### src/rtl/spibuf_pkg.sv
package spibuf_pkg;

    // Width of one queue entry and of the bus data path
    localparam int DATA_W   = 32;
    localparam int LANES    = DATA_W / 8;
    localparam int CNT_W    = $clog2(LANES);
    localparam int BV_W     = $clog2(LANES + 1);
    localparam int FIELD_W  = 6;

    // Word indices of the registers (byte offset / 4)
    localparam int IDX_ID    = 0;
    localparam int IDX_STAT  = 1;
    localparam int IDX_TXCTL = 2;
    localparam int IDX_RXCTL = 3;
    localparam int IDX_TXDAT = 4;
    localparam int IDX_RXDAT = 5;

    // Control register field positions
    localparam int CTL_EN_BIT    = 0;
    localparam int CTL_FLUSH_BIT = 1;
    localparam int CTL_TRIG_LSB  = 8;

    // Status and identification field positions
    localparam int ST_RXLVL_LSB = 0;
    localparam int ST_TXLVL_LSB = 8;
    localparam int ST_TXOVF_BIT = 16;
    localparam int ST_RXUNF_BIT = 17;
    localparam int ST_BV_LSB    = 28;
    localparam int ID_TXD_LSB   = 24;
    localparam int ID_RXD_LSB   = 16;

    // One receive entry: packed bytes plus how many of them are valid
    typedef struct packed {
        logic [BV_W-1:0]   bv;
        logic [DATA_W-1:0] data;
    } rx_entry_t;

    // Stored per-direction configuration
    typedef struct packed {
        logic               en;
        logic [FIELD_W-1:0] trig;
    } dir_cfg_t;

endpackage

### src/rtl/spibuf_fifo.sv
// Synchronous single-clock queue with a selectable capacity.
// Assumes: DEPTH >= 1. Push is refused when full, pop is ignored when empty.
// flush empties the queue and takes priority over push and pop in the same cycle.
// With wide_en low the capacity is one entry; with it high the capacity is DEPTH.
module spibuf_fifo #(
    parameter int W     = 32,
    parameter int DEPTH = 8,
    localparam int PTR_W = (DEPTH > 1) ? $clog2(DEPTH) : 1,
    localparam int LVL_W = $clog2(DEPTH + 1)
) (
    input  logic             clk,
    input  logic             rst_n,
    input  logic             flush,
    input  logic             wide_en,
    input  logic             push,
    input  logic [W-1:0]     din,
    input  logic             pop,
    output logic [W-1:0]     dout,
    output logic [LVL_W-1:0] level,
    output logic             full,
    output logic             empty
);
    localparam logic [PTR_W-1:0] LAST_PTR = PTR_W'(DEPTH - 1);

    logic [W-1:0]     mem [DEPTH];
    logic [PTR_W-1:0] wr_ptr, rd_ptr;
    logic [LVL_W-1:0] cap;
    logic             do_push, do_pop;

    // Capacity in force and the accepted operations
    always_comb begin
        cap     = wide_en ? LVL_W'(DEPTH) : LVL_W'(1);
        full    = (level >= cap);
        empty   = (level == '0);
        do_push = push && !full && !flush;
        do_pop  = pop && !empty && !flush;
        dout    = mem[rd_ptr];
    end

    // Storage write, no reset needed on the data array
    always_ff @(posedge clk) begin
        if (do_push) begin
            mem[wr_ptr] <= din;
        end
    end

    // Pointer and level bookkeeping with wrap at DEPTH
    always_ff @(posedge clk) begin
        if (!rst_n || flush) begin
            wr_ptr <= '0;
            rd_ptr <= '0;
            level  <= '0;
        end else begin
            if (do_push) begin
                wr_ptr <= (wr_ptr == LAST_PTR) ? '0 : wr_ptr + 1'b1;
            end
            if (do_pop) begin
                rd_ptr <= (rd_ptr == LAST_PTR) ? '0 : rd_ptr + 1'b1;
            end
            if (do_push && !do_pop) begin
                level <= level + 1'b1;
            end else if (do_pop && !do_push) begin
                level <= level - 1'b1;
            end
        end
    end

endmodule

### src/rtl/spibuf_rx_packer.sv
// Packs received bytes into receive entries, first byte in the highest valid lane.
// Assumes: at most one byte per cycle. An entry is emitted in the same cycle as
// the byte that completes it, or on frame end when bytes are pending.
// flush drops any pending bytes.
module spibuf_rx_packer
    import spibuf_pkg::*;
(
    input  logic        clk,
    input  logic        rst_n,
    input  logic        flush,
    input  logic        byte_vld,
    input  logic [7:0]  byte_in,
    input  logic        frame_end,
    output logic        push,
    output rx_entry_t   entry
);
    localparam int ACC_W = DATA_W - 8;

    logic [ACC_W-1:0] acc;
    logic [CNT_W-1:0] cnt;
    logic [BV_W-1:0]  nxt_cnt;
    logic [DATA_W-1:0] nxt_word;

    // Next packed word and byte count including this cycle's byte
    always_comb begin
        nxt_cnt    = BV_W'(cnt) + BV_W'(byte_vld);
        nxt_word   = byte_vld ? {acc, byte_in} : {8'h00, acc};
        push       = (nxt_cnt == BV_W'(LANES)) || (frame_end && (nxt_cnt != '0));
        entry.data = nxt_word;
        entry.bv   = nxt_cnt;
    end

    // Accumulator: cleared on emit or flush, shifted left by one byte otherwise
    always_ff @(posedge clk) begin
        if (!rst_n || flush || push) begin
            acc <= '0;
            cnt <= '0;
        end else if (byte_vld) begin
            acc <= nxt_word[ACC_W-1:0];
            cnt <= nxt_cnt[CNT_W-1:0];
        end
    end

endmodule

### src/rtl/spibuf_dir_ctl.sv
// Per-direction control: enable, trigger level, flush strobe and request line.
// Assumes: LVL_W <= 6. RX_SIDE selects the compare: receive requests at or above
// the trigger (and non-empty), transmit requests at or below it.
module spibuf_dir_ctl
    import spibuf_pkg::*;
#(
    parameter bit RX_SIDE = 1'b0,
    parameter int LVL_W   = 4
) (
    input  logic               clk,
    input  logic               rst_n,
    input  logic               wr_stb,
    input  logic               wr_en_bit,
    input  logic               wr_flush_bit,
    input  logic [FIELD_W-1:0] wr_trig,
    input  logic [LVL_W-1:0]   level,
    output dir_cfg_t           cfg,
    output logic               flush,
    output logic               irq
);
    logic [FIELD_W-1:0] lvl6;

    // Stored enable and trigger, updated on a control write
    always_ff @(posedge clk) begin
        if (!rst_n) begin
            cfg <= '0;
        end else if (wr_stb) begin
            cfg.en   <= wr_en_bit;
            cfg.trig <= wr_trig;
        end
    end

    // Flush is a pulse in the write cycle only; nothing is stored
    assign flush = wr_stb && wr_flush_bit;
    assign lvl6  = FIELD_W'(level);

    // Request compare picked by direction
    generate
        if (RX_SIDE) begin : g_rx_req
            assign irq = (lvl6 != '0) && (lvl6 >= cfg.trig);
        end else begin : g_tx_req
            assign irq = (lvl6 <= cfg.trig);
        end
    endgenerate

endmodule

### src/rtl/spi_xfer_buffer.sv
// Register-mapped transmit and receive word queues for an SPI shift engine.
// Assumes: single-cycle bus strobes, word-aligned byte addresses, depths 1..63.
// Reads are combinational; a receive data read removes the head word at the edge.
module spi_xfer_buffer
    import spibuf_pkg::*;
#(
    parameter int TX_DEPTH = 8,
    parameter int RX_DEPTH = 6,
    parameter int ADDR_W   = 5,
    localparam int TX_LW   = $clog2(TX_DEPTH + 1),
    localparam int RX_LW   = $clog2(RX_DEPTH + 1),
    localparam int IDX_W   = ADDR_W - 2
) (
    input  logic              clk,
    input  logic              rst_n,
    input  logic              bus_sel,
    input  logic              bus_wr,
    input  logic [ADDR_W-1:0] bus_addr,
    input  logic [31:0]       bus_wdata,
    output logic [31:0]       bus_rdata,
    output logic              eng_tx_valid,
    output logic [31:0]       eng_tx_data,
    input  logic              eng_tx_take,
    input  logic              eng_rx_vld,
    input  logic [7:0]        eng_rx_byte,
    input  logic              eng_rx_end,
    output logic              irq_tx,
    output logic              irq_rx
);
    logic [IDX_W-1:0] widx;
    logic             hit;
    logic             wr_stat, wr_txctl, wr_rxctl, wr_txdat, rd_rxdat;
    logic             tx_flush, rx_flush;
    logic             tx_full, tx_empty, rx_full, rx_empty;
    logic [TX_LW-1:0] tx_lvl;
    logic [RX_LW-1:0] rx_lvl;
    dir_cfg_t         tx_cfg, rx_cfg;
    rx_entry_t        pk_entry, rx_head;
    logic             pk_push;
    logic             tx_ovf, rx_unf;
    logic             tx_ovf_clr, rx_unf_clr;
    logic [BV_W-1:0]  head_bv;
    logic [31:0]      id_word, stat_word, txctl_word, rxctl_word;

    // Address decode into one-cycle register strobes
    always_comb begin
        widx     = bus_addr[ADDR_W-1:2];
        hit      = bus_sel && (bus_addr[1:0] == 2'b00);
        wr_stat  = hit && bus_wr  && (widx == IDX_W'(IDX_STAT));
        wr_txctl = hit && bus_wr  && (widx == IDX_W'(IDX_TXCTL));
        wr_rxctl = hit && bus_wr  && (widx == IDX_W'(IDX_RXCTL));
        wr_txdat = hit && bus_wr  && (widx == IDX_W'(IDX_TXDAT));
        rd_rxdat = hit && !bus_wr && (widx == IDX_W'(IDX_RXDAT));
        tx_ovf_clr = wr_stat && bus_wdata[ST_TXOVF_BIT];
        rx_unf_clr = wr_stat && bus_wdata[ST_RXUNF_BIT];
    end

    spibuf_dir_ctl #(.RX_SIDE(1'b0), .LVL_W(TX_LW)) u_txctl (
        .clk          (clk),
        .rst_n        (rst_n),
        .wr_stb       (wr_txctl),
        .wr_en_bit    (bus_wdata[CTL_EN_BIT]),
        .wr_flush_bit (bus_wdata[CTL_FLUSH_BIT]),
        .wr_trig      (bus_wdata[CTL_TRIG_LSB +: FIELD_W]),
        .level        (tx_lvl),
        .cfg          (tx_cfg),
        .flush        (tx_flush),
        .irq          (irq_tx)
    );

    spibuf_dir_ctl #(.RX_SIDE(1'b1), .LVL_W(RX_LW)) u_rxctl (
        .clk          (clk),
        .rst_n        (rst_n),
        .wr_stb       (wr_rxctl),
        .wr_en_bit    (bus_wdata[CTL_EN_BIT]),
        .wr_flush_bit (bus_wdata[CTL_FLUSH_BIT]),
        .wr_trig      (bus_wdata[CTL_TRIG_LSB +: FIELD_W]),
        .level        (rx_lvl),
        .cfg          (rx_cfg),
        .flush        (rx_flush),
        .irq          (irq_rx)
    );

    spibuf_fifo #(.W(DATA_W), .DEPTH(TX_DEPTH)) u_txq (
        .clk     (clk),
        .rst_n   (rst_n),
        .flush   (tx_flush),
        .wide_en (tx_cfg.en),
        .push    (wr_txdat),
        .din     (bus_wdata),
        .pop     (eng_tx_take),
        .dout    (eng_tx_data),
        .level   (tx_lvl),
        .full    (tx_full),
        .empty   (tx_empty)
    );

    spibuf_rx_packer u_pack (
        .clk       (clk),
        .rst_n     (rst_n),
        .flush     (rx_flush),
        .byte_vld  (eng_rx_vld),
        .byte_in   (eng_rx_byte),
        .frame_end (eng_rx_end),
        .push      (pk_push),
        .entry     (pk_entry)
    );

    spibuf_fifo #(.W($bits(rx_entry_t)), .DEPTH(RX_DEPTH)) u_rxq (
        .clk     (clk),
        .rst_n   (rst_n),
        .flush   (rx_flush),
        .wide_en (rx_cfg.en),
        .push    (pk_push),
        .din     (pk_entry),
        .pop     (rd_rxdat),
        .dout    (rx_head),
        .level   (rx_lvl),
        .full    (rx_full),
        .empty   (rx_empty)
    );

    assign eng_tx_valid = !tx_empty;

    // Sticky error flags: set by the offending access, cleared by write-one
    always_ff @(posedge clk) begin
        if (!rst_n) begin
            tx_ovf <= 1'b0;
            rx_unf <= 1'b0;
        end else begin
            if (wr_txdat && tx_full) begin
                tx_ovf <= 1'b1;
            end else if (tx_ovf_clr) begin
                tx_ovf <= 1'b0;
            end
            if (rd_rxdat && rx_empty) begin
                rx_unf <= 1'b1;
            end else if (rx_unf_clr) begin
                rx_unf <= 1'b0;
            end
        end
    end

    // Assemble the readable register words
    always_comb begin
        head_bv   = rx_empty ? '0 : rx_head.bv;
        id_word   = '0;
        id_word[ID_TXD_LSB +: FIELD_W] = FIELD_W'(TX_DEPTH);
        id_word[ID_RXD_LSB +: FIELD_W] = FIELD_W'(RX_DEPTH);
        stat_word = '0;
        stat_word[ST_RXLVL_LSB +: FIELD_W] = FIELD_W'(rx_lvl);
        stat_word[ST_TXLVL_LSB +: FIELD_W] = FIELD_W'(tx_lvl);
        stat_word[ST_TXOVF_BIT] = tx_ovf;
        stat_word[ST_RXUNF_BIT] = rx_unf;
        stat_word[ST_BV_LSB +: BV_W] = head_bv;
        txctl_word = '0;
        txctl_word[CTL_EN_BIT] = tx_cfg.en;
        txctl_word[CTL_TRIG_LSB +: FIELD_W] = tx_cfg.trig;
        rxctl_word = '0;
        rxctl_word[CTL_EN_BIT] = rx_cfg.en;
        rxctl_word[CTL_TRIG_LSB +: FIELD_W] = rx_cfg.trig;
    end

    // Read data mux, zero for unmapped or misaligned addresses
    always_comb begin
        bus_rdata = '0;
        if (bus_addr[1:0] == 2'b00) begin
            if (widx == IDX_W'(IDX_ID))         bus_rdata = id_word;
            else if (widx == IDX_W'(IDX_STAT))  bus_rdata = stat_word;
            else if (widx == IDX_W'(IDX_TXCTL)) bus_rdata = txctl_word;
            else if (widx == IDX_W'(IDX_RXCTL)) bus_rdata = rxctl_word;
            else if (widx == IDX_W'(IDX_RXDAT)) bus_rdata = rx_empty ? '0 : rx_head.data;
        end
    end

endmodule

### config.mk
export PLATFORM = sky130hd
export DESIGN_NAME = spi_xfer_buffer
export DESIGN_NICKNAME = d
export VERILOG_FILES = /design/src/rtl/spibuf_pkg.sv /design/src/rtl/spibuf_fifo.sv /design/src/rtl/spibuf_rx_packer.sv /design/src/rtl/spibuf_dir_ctl.sv /design/src/rtl/spi_xfer_buffer.sv
export SDC_FILE = /design/constraint.sdc
export NUM_CORES = 1
export LEC_CHECK = 0
export ABC_AREA = 1
export BUFFER_PORTS_ARGS = -buffer_cell sky130_fd_sc_hd__buf_2
export CAP_MARGIN = 20
export CORE_MARGIN = 4
export CORE_UTILIZATION = 40
export DETAILED_ROUTE_END_ITERATION = 6
export GPL_TIMING_DRIVEN = 1
export HOLD_SLACK_MARGIN = 0.08
export PLACE_DENSITY = 0.56
export SYNTH_ARGS = -nofsm -noshare
export SYNTH_HDL_FRONTEND = slang
export SYNTH_SLANG_ARGS = --single-unit
### constraint.sdc
create_clock -name clk -period 4.4 [get_ports clk]
set_input_delay 0.22 -clock clk [delete_from_list [all_inputs] [get_ports clk]]
set_output_delay 0.22 -clock clk [all_outputs]
set_load 0.02 [all_outputs]
## Yosys cells after proc, flatten, opt, wreduce, memory -nomap -nowiden

Memory sizes are Yosys's and may differ from the RTL's. A register that Yosys moved wholly into a read port is not among the register bits.
Cells that the tools add are included.
W data, S select, Z words.

- Register bits: 61
- Bits in latches: 0
- Memory bits (writable): 466
- Bits in read-only memories: 0
- Output and inout port bits: 67
- Memories kept: 2

- Add/sub/neg operators: 9
- Multiply operators: 0
- Divide/modulo/power cells: 0
- $lt $le $gt $ge: 4
- Eq/ne operators: 10
- Shift operators: 0
- Mux-type cells: 31
- Bitwise logic cells: 0
- Reduce and logical (&&, ||, !) cells: 54

Memory list:

| name | words | bits a word | rd ports | clocked after memory_dff | wr ports | line | RTL |
|---|---|---|---|---|---|---|---|
| u_txq.mem | 8 | 32 | 1 | 1 | 1 | spibuf_fifo.sv:25 | `logic [W-1:0] mem [DEPTH];` |
| u_rxq.mem | 6 | 35 | 1 | 1 | 1 | spibuf_fifo.sv:25 |  |

Operator list:

| cell | number |
|---|---|
| $mux W32 | 8 |
| $mux W3 | 12 |
| $logic_and A1 B1 Y1 | 28 |
| $eq A3 B3 Y1 const B | 7 |
| $add A3 B1 Y3 const B | 5 |
| $logic_not A1 Y1 | 12 |
| $mux W4 | 3 |
| $mux W1 | 8 |
| $reduce_bool A2 Y1 | 4 |
| $eq A3 B2 Y1 const B | 2 |
| $ge A3 B6 Y1 | 1 |
| $le A4 B6 Y1 | 1 |
| $logic_not A3 Y1 | 2 |
| $reduce_bool A6 Y1 | 1 |
| $add A4 B1 Y4 const B | 1 |
| $ge A4 B4 Y1 | 1 |
| $logic_not A4 Y1 | 1 |
| $logic_or A1 B1 Y1 | 4 |
| $sub A4 B1 Y4 const B | 1 |
| $add A2 B1 Y3 | 1 |
| $eq A3 B1 Y1 const B | 1 |
| $ge A3 B3 Y1 | 1 |
| $reduce_bool A3 Y1 | 1 |
| $sub A3 B1 Y3 const B | 1 |
| $logic_not A2 Y1 | 1 |

## Logic depth before layout (Yosys ltp)

Gate-level depths: netlist of run 1.

- Depth in word-level cells: 11
- Depth in mapped cells: 17
- Depth with buffers taken out: 17

## Modules after synthesis

From an unflattened synthesis of run 1, not the netlist that was laid out.

- Cells, all modules: 1957
- Area total of the unflattened synthesis: 22455.3 sq um

Modules (own cells, without submodules):

| module | instances | cells each | area each (sq um) | sequential area each (sq um) |
|---|---|---|---|---|
| spibuf_fifo (u_txq) | 1 | 840 | 10672.7 | 7947.6 |
| spibuf_fifo (u_rxq) | 1 | 693 | 9183.8 | 6546.3 |
| spibuf_rx_packer | 1 | 186 | 1231.2 | 520.5 |
| spi_xfer_buffer | 1 | 139 | 660.6 | 40.0 |
| spibuf_dir_ctl (u_txctl) | 1 | 52 | 372.9 | 140.1 |
| spibuf_dir_ctl (u_rxctl) | 1 | 47 | 334.1 | 140.1 |

## Worst setup path before layout of run 1

Ideal clock, no wire load.

- Path type: reg-to-reg
- Start: register u_pack.cnt[0]
- End: memory u_rxq.mem[0][0] (netlist name) (enable)
- Library setup time: 0.471 ns
- Arrival time: 3.846 ns
- Slack: 0.083 ns
- Stages on the path, launching flop included: 9
- Path buffers: 1
- Cell sequence: dfxtp_1 > ha_1 > ha_1 > nor2_1 > o21ai_0 > nor2_1 > nand2_1 > buf_6 > nor3_1

RTL lines:

| element | line | RTL |
|---|---|---|
| start, declared | spibuf_rx_packer.sv:20 | `logic [CNT_W-1:0] cnt;` |
| start signal, assigned | spibuf_rx_packer.sv:40 | `cnt <= nxt_cnt[CNT_W-1:0];` |
| end, declared | spibuf_fifo.sv:25 |  |

==> results of run 1 <==
[per-layer routing]
layer	vias up	wire [microns]
li1	6818	-
met1	6938	22600
met2	274	25700
met3	73	1960
met4	0	1160
met5	-	0
[flip-flops by register name, summed over array words and instances, names as in the netlist, 4 cells and up, named ones only]
| register | count |
|---|---|
| u_txq.mem | 256 |
| u_rxq.mem | 210 |
| u_pack.acc | 24 |
| u_rxctl.cfg | 7 |
| u_txctl.cfg | 7 |
| u_txq.level | 4 |
[per-stage QoR]
stage | std cells | util (%) | hold slack (ns) | setup slack [ns]
4_1_cts | 2752 | 47.2 | 0.0930 | 1.24
3_5_place_dp | 2606 | 43.0 | 0.459 | 0.855
6_report | 2753 | 47.3 | 0.130 | 1.23
5_1_grt | 2753 | 47.3 | 0.150 | 0.870
3_3_place_gp | 2606 | 43.0 | 0.455 | 0.893
2_1_floorplan | 1854 | - | 0.319 | 0.0829
[kinds of logic (layout without fill, tap and decap cells)]
family          after synthesis  in the layout  synth area share, %
simple gates                730            730                 13.8
flops                       533            533                 70.4
compound gates              301            301                 7.43
buf+inv                     198            401                 3.81
mux                          64             64                 2.94
fa+ha+maj                    24             24                 1.45
xor+xnor                      4              4                0.161
[what timing repair did]
item                                   CTS  global route
endpoints found under the hold margin  282             0
resized for setup                        0             0
hold buffers                            43             0
[final timing paths]
kind                         startpoint                            to  slack, ns
max          u_pack.cnt[0]$_SDFFE_PP0P_   u_rxq.level[2]$_SDFFE_PP0P_       1.23
min                              bus_wr  u_txq.wr_ptr[0]$_SDFFE_PP0P_       0.13
max reg2reg  u_pack.cnt[0]$_SDFFE_PP0P_   u_rxq.level[2]$_SDFFE_PP0P_       1.23
min reg2reg         rx_unf$_SDFFE_PN0P_           rx_unf$_SDFFE_PN0P_       0.46
[power by group]
group | internal [W] | switching (W)
sequential | 0.00578 | 0.000205
clock | 0.00269 | 0.00196
combinational | 0.000823 | 0.00158
total | 0.00930 | 0.00375
[cell type report]
| cell class | count | area [sq um] |
|---|---|---|
| clock buffers | 60 | 1420 |
| clock inverters | 43 | 409 |
| fillers | 4858 | 28400 |
| inverters | 108 | 405 |
| multi-input cells | 1123 | 5720 |
| flip-flops and latches | 533 | 15300 |
| well taps | 696 | 871 |
| repair buffers | 190 | 1280 |
[worst max-delay path, delay by kind of cell, from the launching register on]
kind            cells  cell delay (ns)
compound gates      3             0.66
fa+ha+maj           4             0.96
buf+inv             2             0.20
xor+xnor            1             0.13
flops               1             0.31
simple gates        4             0.79
[cells in the final DEF, fill, tap and decap left out, drive strengths merged, types with 60 or more instances in the layout]
cell type	netlist	final
edfxtp	466	466
o22ai	71	71
nand2	375	375
buf	50	147
a21oi	69	69
nand3	99	99
o21ai	153	153
clkbuf	40	60
mux2i	64	64
inv	107	110
dfxtp	67	67
nor2	224	224
==> flow_summary_export.csv, run 1 <==
group,metric,value,unit
run_status,status,"finished, final reports clean",
critical_path,required,4.88,ns
logic_synthesis,synth.largest_area_cell,"edfxtp_1",
timing,setup_viol_count_final,0,
clock_tree,cts_sinks,533,
global_route,overflow,0,
route,vias,14100,
timing,hold_viol,0,
logic_synthesis,ys_seq_area_share,70.4,%
logic_synthesis,ys_types,37,
logic_synthesis,synth.cell_area,0.0218,sq mm
timing,tightest_slew,1.06,ns
finish,insertedDiodeCount,0,
global_route,top_usage_layer,"met2",
finish,final_layout_size_suffix_gt1_share,14.3,%
critical_path,crit_path_cell_trace,"ha_1, ha_1, nor2_1, o21ai_0, nor2_1, nand2_1, inv_1, ha_1, inv_1, fa_1, o21ai_0, a21oi_1, xnor2_1, nor2_1",
run,maxCapViolCount,0,
floorplanning,fp.dieW,241,microns
critical_path,crit_slowest_cell,"nand2_1",
route,routed_via_density,5.12,
global_route,grt_pass1_wl,79000,microns
logic_synthesis,ys.warnings.count,0,
min_path,hold_depth,5,
logic_synthesis,ys_ff_latch,533,
timing,max_freq,315,MHz
critical_path,path_class,"reg -> reg",
global_route,gr-usage-met1,22.5,%
critical_path,end_kind,"register",
logic_synthesis,synth_edf_count,466,
route,drtIter0Drc,924,
logic_synthesis,synthesis.nets,1930,
place,port-buffer-count,118,
critical_path,max_stage_delay,0.50,ns
power,ir_drop,0.347,mV
floorplanning,initial_core_util,40.5,%
global_route,grtUsageMet3,2.54,%
logic_synthesis,synth_top_area_share,64.2,%
timing,fin_worst_skew,0.0238,ns
logic_synthesis,yosys-top-cells-count,"edfxtp_1 (466), nand2_1 (370), nor2_1 (217)",
global_route,grt_pass1_vias,13800,
min_path,hold_class,"in -> reg",
critical_path,rr_worst_depth,14,
logic_synthesis,async_flop_share,0,%
timing,period_share,72.2,%
timing,rsz0062_at_grt,"no",
global_route,track_usage,17.4,%
critical_path,cp.arrival,3.66,ns
clock_tree,cts_root_buf,"clkbuf_16",
clock_tree,cts.clk_slew.worst_paths,0.06,ns
timing,max_slew_margin,29.5,%
critical_path,critPathLaunchType,"register",
logic_synthesis,yosysMostFrequentCell,"edfxtp_1",
timing,slew_violations,0,
floorplanning,pin_count,119,
clock_tree,cts_setup_buffers,0,
timing,fin_setup_tns,0,ns
global_route,met2_usage,30.7,%
power,p_leak,9.47,nW
global_route,grt_antenna_before_repair,0,
place,hpwlAfterDp,30100,microns
clock_tree,clk_latency,0.60,ns
logic_synthesis,synth_flop_cell,"edfxtp_1",
global_route,grt_start_max_net_pins,90,
route,drcViolationCount,0,
clock_tree,clockBufferDepth,3,
clock_tree,numCtsBuffers,55,
critical_path,crit_fanout,11,
timing,period_needed,3.17,ns
route,drt_wl_total,51400,microns
floorplanning,die-area,0.0583,sq mm
power,power_per_cell_area,513,mW/mm^2
place,gp_congestion,0.801,
finish,syn_to_final_growth,16.8,%
clock_tree,cts_tree,"done",
route,drt-pass1-iter-count,5,
logic_synthesis,syn_avg_cell_area,11.7,sq um
finish,final_cell_area,0.0254,sq mm
route,postRouteAntennaNets,0,
floorplanning,die_h,241,microns
floorplanning,core-area,0.0538,sq mm
place,placed_area,0.0232,sq mm
route,wire_per_inst,18.7,microns
finish,fin_nets,2087,
power,total_power,0.0130,W
clock_tree,h-tree-depth,2,
logic_synthesis,netlist_top_cells_area,"edfxtp_1 (64%), nand2_1 (6.4%), dfxtp_1 (6.2%)",
floorplanning,row_count,85,
logic_synthesis,syn-instance-count,1854,
Power figures use the tool's default switching activity.
==> inputs of run 2 (changes only) <==
==> constraint.sdc (replaced) <==
create_clock -name clk -period 2.6 [get_ports clk]
set_input_delay 0.13 -clock clk [delete_from_list [all_inputs] [get_ports clk]]
set_output_delay 0.13 -clock clk [all_outputs]
set_load 0.02 [all_outputs]
==> flow_summary_export.csv, run 2 (same netlist as run 1, synthesis figures left out) <==
group,metric,value,unit
power,seq_power_share,45.7,%
clock_tree,h-tree-depth,2,
finish,final_util,48.3,%
global_route,grt_pass1_wl,79800,microns
timing,period_needed,2.45,ns
critical_path,cp_num_buf_inv,2,
critical_path,end_kind,"register",
power,p_sw,0.00627,W
route,wl_met1,22700,microns
global_route,overflow,0,
finish,final_cell_area,0.0260,sq mm
floorplanning,initial_core_util,40.5,%
place,port-buffer-count,118,
route,highest_layer,"met4",
timing,fin_worst_skew,0.0284,ns
route,wire_per_inst,18.5,microns
critical_path,r2r_end,"u_rxq.level[2]$_SDFFE_PP0P_",
finish,syn_to_final_growth,19.2,%
power,pwr-share-comb,20.2,%
power,p_leak,9.65,nW
place,placed_area,0.0236,sq mm
finish,reg_top3,"u_txq.mem: 256 flops, u_rxq.mem: 210 flops, u_pack.acc: 24 flops",
place,pre_cts_ws,0.138,ns
finish,largest_register_ffs,256,
power,switching_share,28.6,%
global_route,track_usage,17.4,%
route,drcViolationCount,0,
timing,slew_violations,0,
clock_tree,cts.clk_slew.worst_paths,0.06,ns
finish,fillers,4738,
route,postRouteAntennaNets,0,
min_path,hold_class,"in -> reg",
critical_path,crit_path_start,"u_pack.cnt[0]$_SDFFE_PP0P_",
place,gp_congestion,0.845,
route,routed_via_density,5.13,
timing,finalHoldWorstSlack,0.0516,ns
run,maxCapViolCount,0,
route,drtIter0Drc,906,
critical_path,rr_worst_depth,15,
critical_path,path_class,"reg -> reg",
critical_path,max_stage_delay,0.38,ns
timing,worst_slack,0.149,ns
run_status,status,"finished, final reports clean",
critical_path,rrSetupSlack,0.15,ns
timing,period_share,94.3,%
power,power_per_cell_area,844,mW/mm^2
timing,max_freq,408,MHz
power,ir_drop,0.457,mV
floorplanning,row_count,85,
route,drt_wl_total,51600,microns
clock_tree,clk_latency,0.61,ns
timing,rsz0062_at_grt,"yes",
floorplanning,pin_count,119,
finish,fin_nets,2124,
finish,multi_input_area,0.00579,sq mm
critical_path,required,3.08,ns
critical_path,crit_fanout,4,
route,wl_met2,25100,microns
critical_path,crit_path_end,"u_rxq.level[2]$_SDFFE_PP0P_",
min_path,worstHoldStart,"bus_addr[0]",
clock_tree,cts_root_buf,"clkbuf_16",
critical_path,crit_cells,15,
global_route,grt_start_max_net_pins,129,
global_route,grt_pass1_vias,14000,
power,p_int,0.0156,W
route,drt-pass1-iter-count,5,
finish,final_cell_mix,"edfxtp_1 (466), nand2_1 (367), nor2_1 (203), o21ai_0 (150), buf_2 (118)",
clock_tree,cts_sinks,533,
floorplanning,die-area,0.0583,sq mm
power,clockPowerShare,34.1,%
finish,final_common_cell,"edfxtp_1",
timing,hold_viol,0,
finish,register_area,0.0153,sq mm
timing,setup_viol_count_final,0,
clock_tree,numCtsBuffers,56,
route,route.met3.wl,2220,microns
floorplanning,core-area,0.0538,sq mm
floorplanning,fp.dieW,241,microns
place,hpwlAfterDp,30300,microns
finish,largest_register,"u_txq.mem",
critical_path,crit_path_cell_trace,"ha_2, ha_4, nor2_2, nand2_1, o21ai_2, nor2_2, nand2_1, inv_1, ha_1, inv_1, fa_1, o21ai_0, a21oi_1, xnor2_1, nor2_1",
finish,final_layout_size_suffix_gt1_share,15.4,%
clock_tree,clockBufferDepth,3,
critical_path,cp.arrival,2.93,ns
floorplanning,die_h,241,microns
critical_path,critPathLaunchType,"register",
critical_path,timing.rr.start,"u_pack.cnt[0]$_SDFFE_PP0P_",
critical_path,crit_slowest_cell,"fa_1",
critical_path,cpLargestDelayFamily,"adder cells",
timing,max_slew_margin,58.1,%
timing,tightest_slew,0.629,ns
global_route,grt_antenna_before_repair,0,
clock_tree,cts_tree,"done",
finish,insertedDiodeCount,0,
route,vias,14300,
## run 2: cell types whose count changed in the layout (fill, tap and decap cells not counted), moves of 6 or more
| cell | delta |
|---|---|
| clkinv_1 | -7 |
| dlygate4sd3_1 | +10 |
| buf_12 | +19 |
| clkinvlp_4 | -6 |
| clkbuf_8 | +6 |
| clkbuf_1 | +20 |
| clkinv_2 | -8 |
## run 2: layout make-up
class / instances / share of cell area [%]
multi-input combinational: 1123 / 22.3
inverter: 108 / 1.59
timing repair buffer: 226 / 7.09
clock buffer: 86 / 6.06
clock inverter: 14 / 0.516
sequential: 533 / 59.1
tap: 696 / 3.35
## run 2: per-stage QoR
step	instances	total power [W]	TNS, ns
after global routing	2786	0.0230	-0.0504
after detailed placement	2626	0.0145	0
after CTS	2781	0.0221	-0.0203
final	2786	0.0219	0
after global placement	2626	0.0144	0
after floorplan	1854	0.0131	-23.79
## run 2: worst min-delay path by stage
stage | to | cells past startpoint
finish | u_txctl.cfg[0]$_SDFFE_PN0N_ | 6
global route | u_txctl.cfg[0]$_SDFFE_PN0N_ | 6
CTS | u_rxq.wr_ptr[2]$_SDFFE_PP0P_ | 5
detailed placement | u_txq.mem[5][5]$_DFFE_PP_ | 1
global placement | u_txq.mem[3][18]$_DFFE_PP_ | 1
floorplan | u_txq.mem[0][0]$_DFFE_PP_ | 0
## run 2: routing by layer
layer	global-route usage [%]	vias up
li1	-	6887
met1	23.0	6990
met2	29.7	324
met3	2.69	95
met4	6.05	0
met5	0	-
## run 2: timing repair
item / 4_1_cts / 5_1_grt
hold buffers: 53 / 1
pin swaps: 1 / 2
endpoints found under the hold margin: 332 / 1
gates resized for setup: 3 / 15
setup buffers: 2 / 5
endpoints found under the setup margin: 10 / 30
## run 2: power groups by stage
stage	logic, W	clock network (W)	registers (W)
finish	0.00443	0.00746	0.0100
global route	0.00492	0.00803	0.0100
CTS	0.00445	0.00765	0.0100
detailed placement	0.00429	0	0.0102
global placement	0.00423	0	0.0102
floorplan	0.00304	0	0.0101
## run 2: tightest hold or removal path, stage by stage
cell,delay (ns)
buf_2,0.10
nor2_4,0.05
nand3_4,0.09
nor2_4,0.05
o21ai_0,0.14
nor2_1,0.04
==> inputs of run 3 (changes only) <==
==> constraint.sdc (replaced) <==
create_clock -name clk -period 2.6 [get_ports clk]
set_input_delay 0.26 -clock clk [delete_from_list [all_inputs] [get_ports clk]]
set_output_delay 0.26 -clock clk [all_outputs]
set_load 0.02 [all_outputs]
==> flow_summary_export.csv, run 3 (same netlist as run 1, synthesis figures left out) <==
group,metric,value,unit
finish,syn_to_final_growth,19.3,%
clock_tree,numCtsBuffers,55,
critical_path,required,2.34,ns
timing,max_slew_margin,55.7,%
route,vias,14200,
route,wire_per_inst,18.8,microns
timing,worst_slack,0.101,ns
timing,rsz0062_at_grt,"yes",
global_route,track_usage,17.5,%
finish,largest_register,"u_txq.mem",
critical_path,crit_slowest_cell,"dfxtp_1",
place,hpwlAfterDp,30700,microns
timing,fin_setup_tns,0,ns
timing,hold_viol,0,
finish,fin_nets,2112,
finish,final_cell_mix,"edfxtp_1 (466), nand2_1 (369), nor2_1 (203), o21ai_0 (149), buf_2 (117)",
critical_path,max_stage_delay,0.33,ns
route,drt-pass1-iter-count,5,
floorplanning,pin_count,119,
place,gp_congestion,0.830,
global_route,grt_pass1_vias,13900,
run_status,status,"finished, final reports clean",
min_path,hold_depth,6,
finish,final_common_cell,"edfxtp_1",
place,placedCellCount,2629,
critical_path,critPathLaunchType,"register",
place,pre_cts_ws,0.146,ns
critical_path,crit_fanout,6,
route,drt_wl_total,52300,microns
critical_path,crit_cells,9,
global_route,grt_start_max_net_pins,90,
route,postRouteAntennaNets,0,
timing,finalHoldWorstSlack,0.132,ns
timing,period_needed,2.50,ns
floorplanning,die_h,241,microns
finish,final_layout_size_suffix_gt1_share,15.6,%
timing,slew_violations,0,
run,maxCapViolCount,0,
route,routed_via_density,5.13,
min_path,hold_class,"in -> reg",
timing,max_freq,400,MHz
timing,period_share,96.1,%
critical_path,rr_worst_depth,15,
finish,largest_register_ffs,256,
critical_path,cpLargestDelayFamily,"simple AND/OR/NAND/NOR gates",
clock_tree,cts_root_buf,"clkbuf_16",
finish,final_util,48.3,%
timing,tightest_slew,0.662,ns
finish,insertedDiodeCount,0,
power,ir_drop,0.479,mV
power,power_per_cell_area,851,mW/mm^2
critical_path,path_class,"reg -> out",
clock_tree,h-tree-depth,2,
critical_path,cp_num_buf_inv,3,
power,p_leak,9.66,nW
place,port-buffer-count,118,
clock_tree,clk_latency,0.59,ns
critical_path,cp.arrival,2.24,ns
finish,fin_cells,2777,
clock_tree,clockBufferDepth,3,
clock_tree,cts_sinks,533,
critical_path,crit_path_cell_trace,"buf_4, nor2_1, nand2_2, nand2_2, nor2_4, buf_4, nand3_1, nand2_1, buf_2",
global_route,grt_antenna_before_repair,0,
route,drtIter0Drc,1043,
floorplanning,core-area,0.0538,sq mm
critical_path,end_kind,"output port",
clock_tree,cts_tree,"done",
floorplanning,initial_core_util,40.5,%
clock_tree,cts.clk_slew.worst_paths,0.06,ns
global_route,grt_pass1_wl,79700,microns
floorplanning,row_count,85,
floorplanning,die-area,0.0583,sq mm
timing,setup_viol_count_final,0,
route,drcViolationCount,0,
finish,reg_top3,"u_txq.mem: 256 flops, u_rxq.mem: 210 flops, u_pack.acc: 24 flops",
timing,fin_worst_skew,0.00840,ns
global_route,overflow,0,
floorplanning,fp.dieW,241,microns
-- run 3: cell count changes in the layout (fill, tap and decap cells not counted), moves of 3 or more --
cell / before / now
buf_4: 30 / 26
clkbuf_1: 24 / 14
clkbuf_8: 6 / 2
clkinv_4: 0 / 3
buf_12: 22 / 27
bufinv_16: 1 / 5
dlygate4sd3_1: 53 / 40
clkinv_1: 5 / 15
-- run 3: final timing paths --
path | start | to | slack [ns]
hold / removal | bus_addr[3] | u_txq.wr_ptr[0]$_SDFFE_PP0P_ | 0.13
hold reg to reg | rx_unf$_SDFFE_PN0P_ | rx_unf$_SDFFE_PN0P_ | 0.47
setup reg to reg | u_pack.cnt[0]$_SDFFE_PP0P_ | u_rxq.level[2]$_SDFFE_PP0P_ | 0.24
setup / recovery | u_rxq.level[2]$_SDFFE_PP0P_ | bus_rdata[16] | 0.10
-- run 3: stage by stage --
step,power (W),area (sq um)
after floorplan,0.0131,21900
after global placement,0.0145,23700
after detailed placement,0.0146,23700
after CTS,0.0223,25900
after global routing,0.0232,26000
final,0.0221,26000
-- run 3: repair_timing --
item,4_1_cts,5_1_grt
setup buffers,1,4
hold endpoints to repair,274,0
hold buffers,40,0
endpoints found under the setup margin,27,16
pin swaps,1,3
cloned,0,1
gates resized for setup,8,12
-- run 3: worst min-delay path, stage by stage --
cell,delay (ns)
buf_2,0.09
nor2_1,0.04
nand2_1,0.07
nor2_2,0.07
nand3_1,0.08
a21oi_1,0.06
-- run 3: per-layer routing --
layer  vias up  track usage [%]  wire length (microns)
met4         0             4.90                   1280
met3        77             2.71                   2330
li1       6873                -                      -
met1      6979             23.0                  22700
met2       320             30.4                  26000
met5         -                0                      0
-- run 3: area by class of cell --
| type | instances | area, sq um |
|---|---|---|
| Inverter | 108 | 419 |
| Sequential cell | 533 | 15400 |
| Fill cell | 4807 | 27800 |
| Multi-Input combinational cell | 1123 | 5790 |
| Clock inverter | 31 | 293 |
| Tap cell | 696 | 871 |
| Clock buffer | 71 | 1460 |
| Timing Repair Buffer | 215 | 1810 |
-- run 3: report_power, final --
part	internal, W	total (W)	switching [W]
combinational	0.00161	0.00447	0.00286
sequential	0.00979	0.0100	0.000208
clock	0.00445	0.00765	0.00321
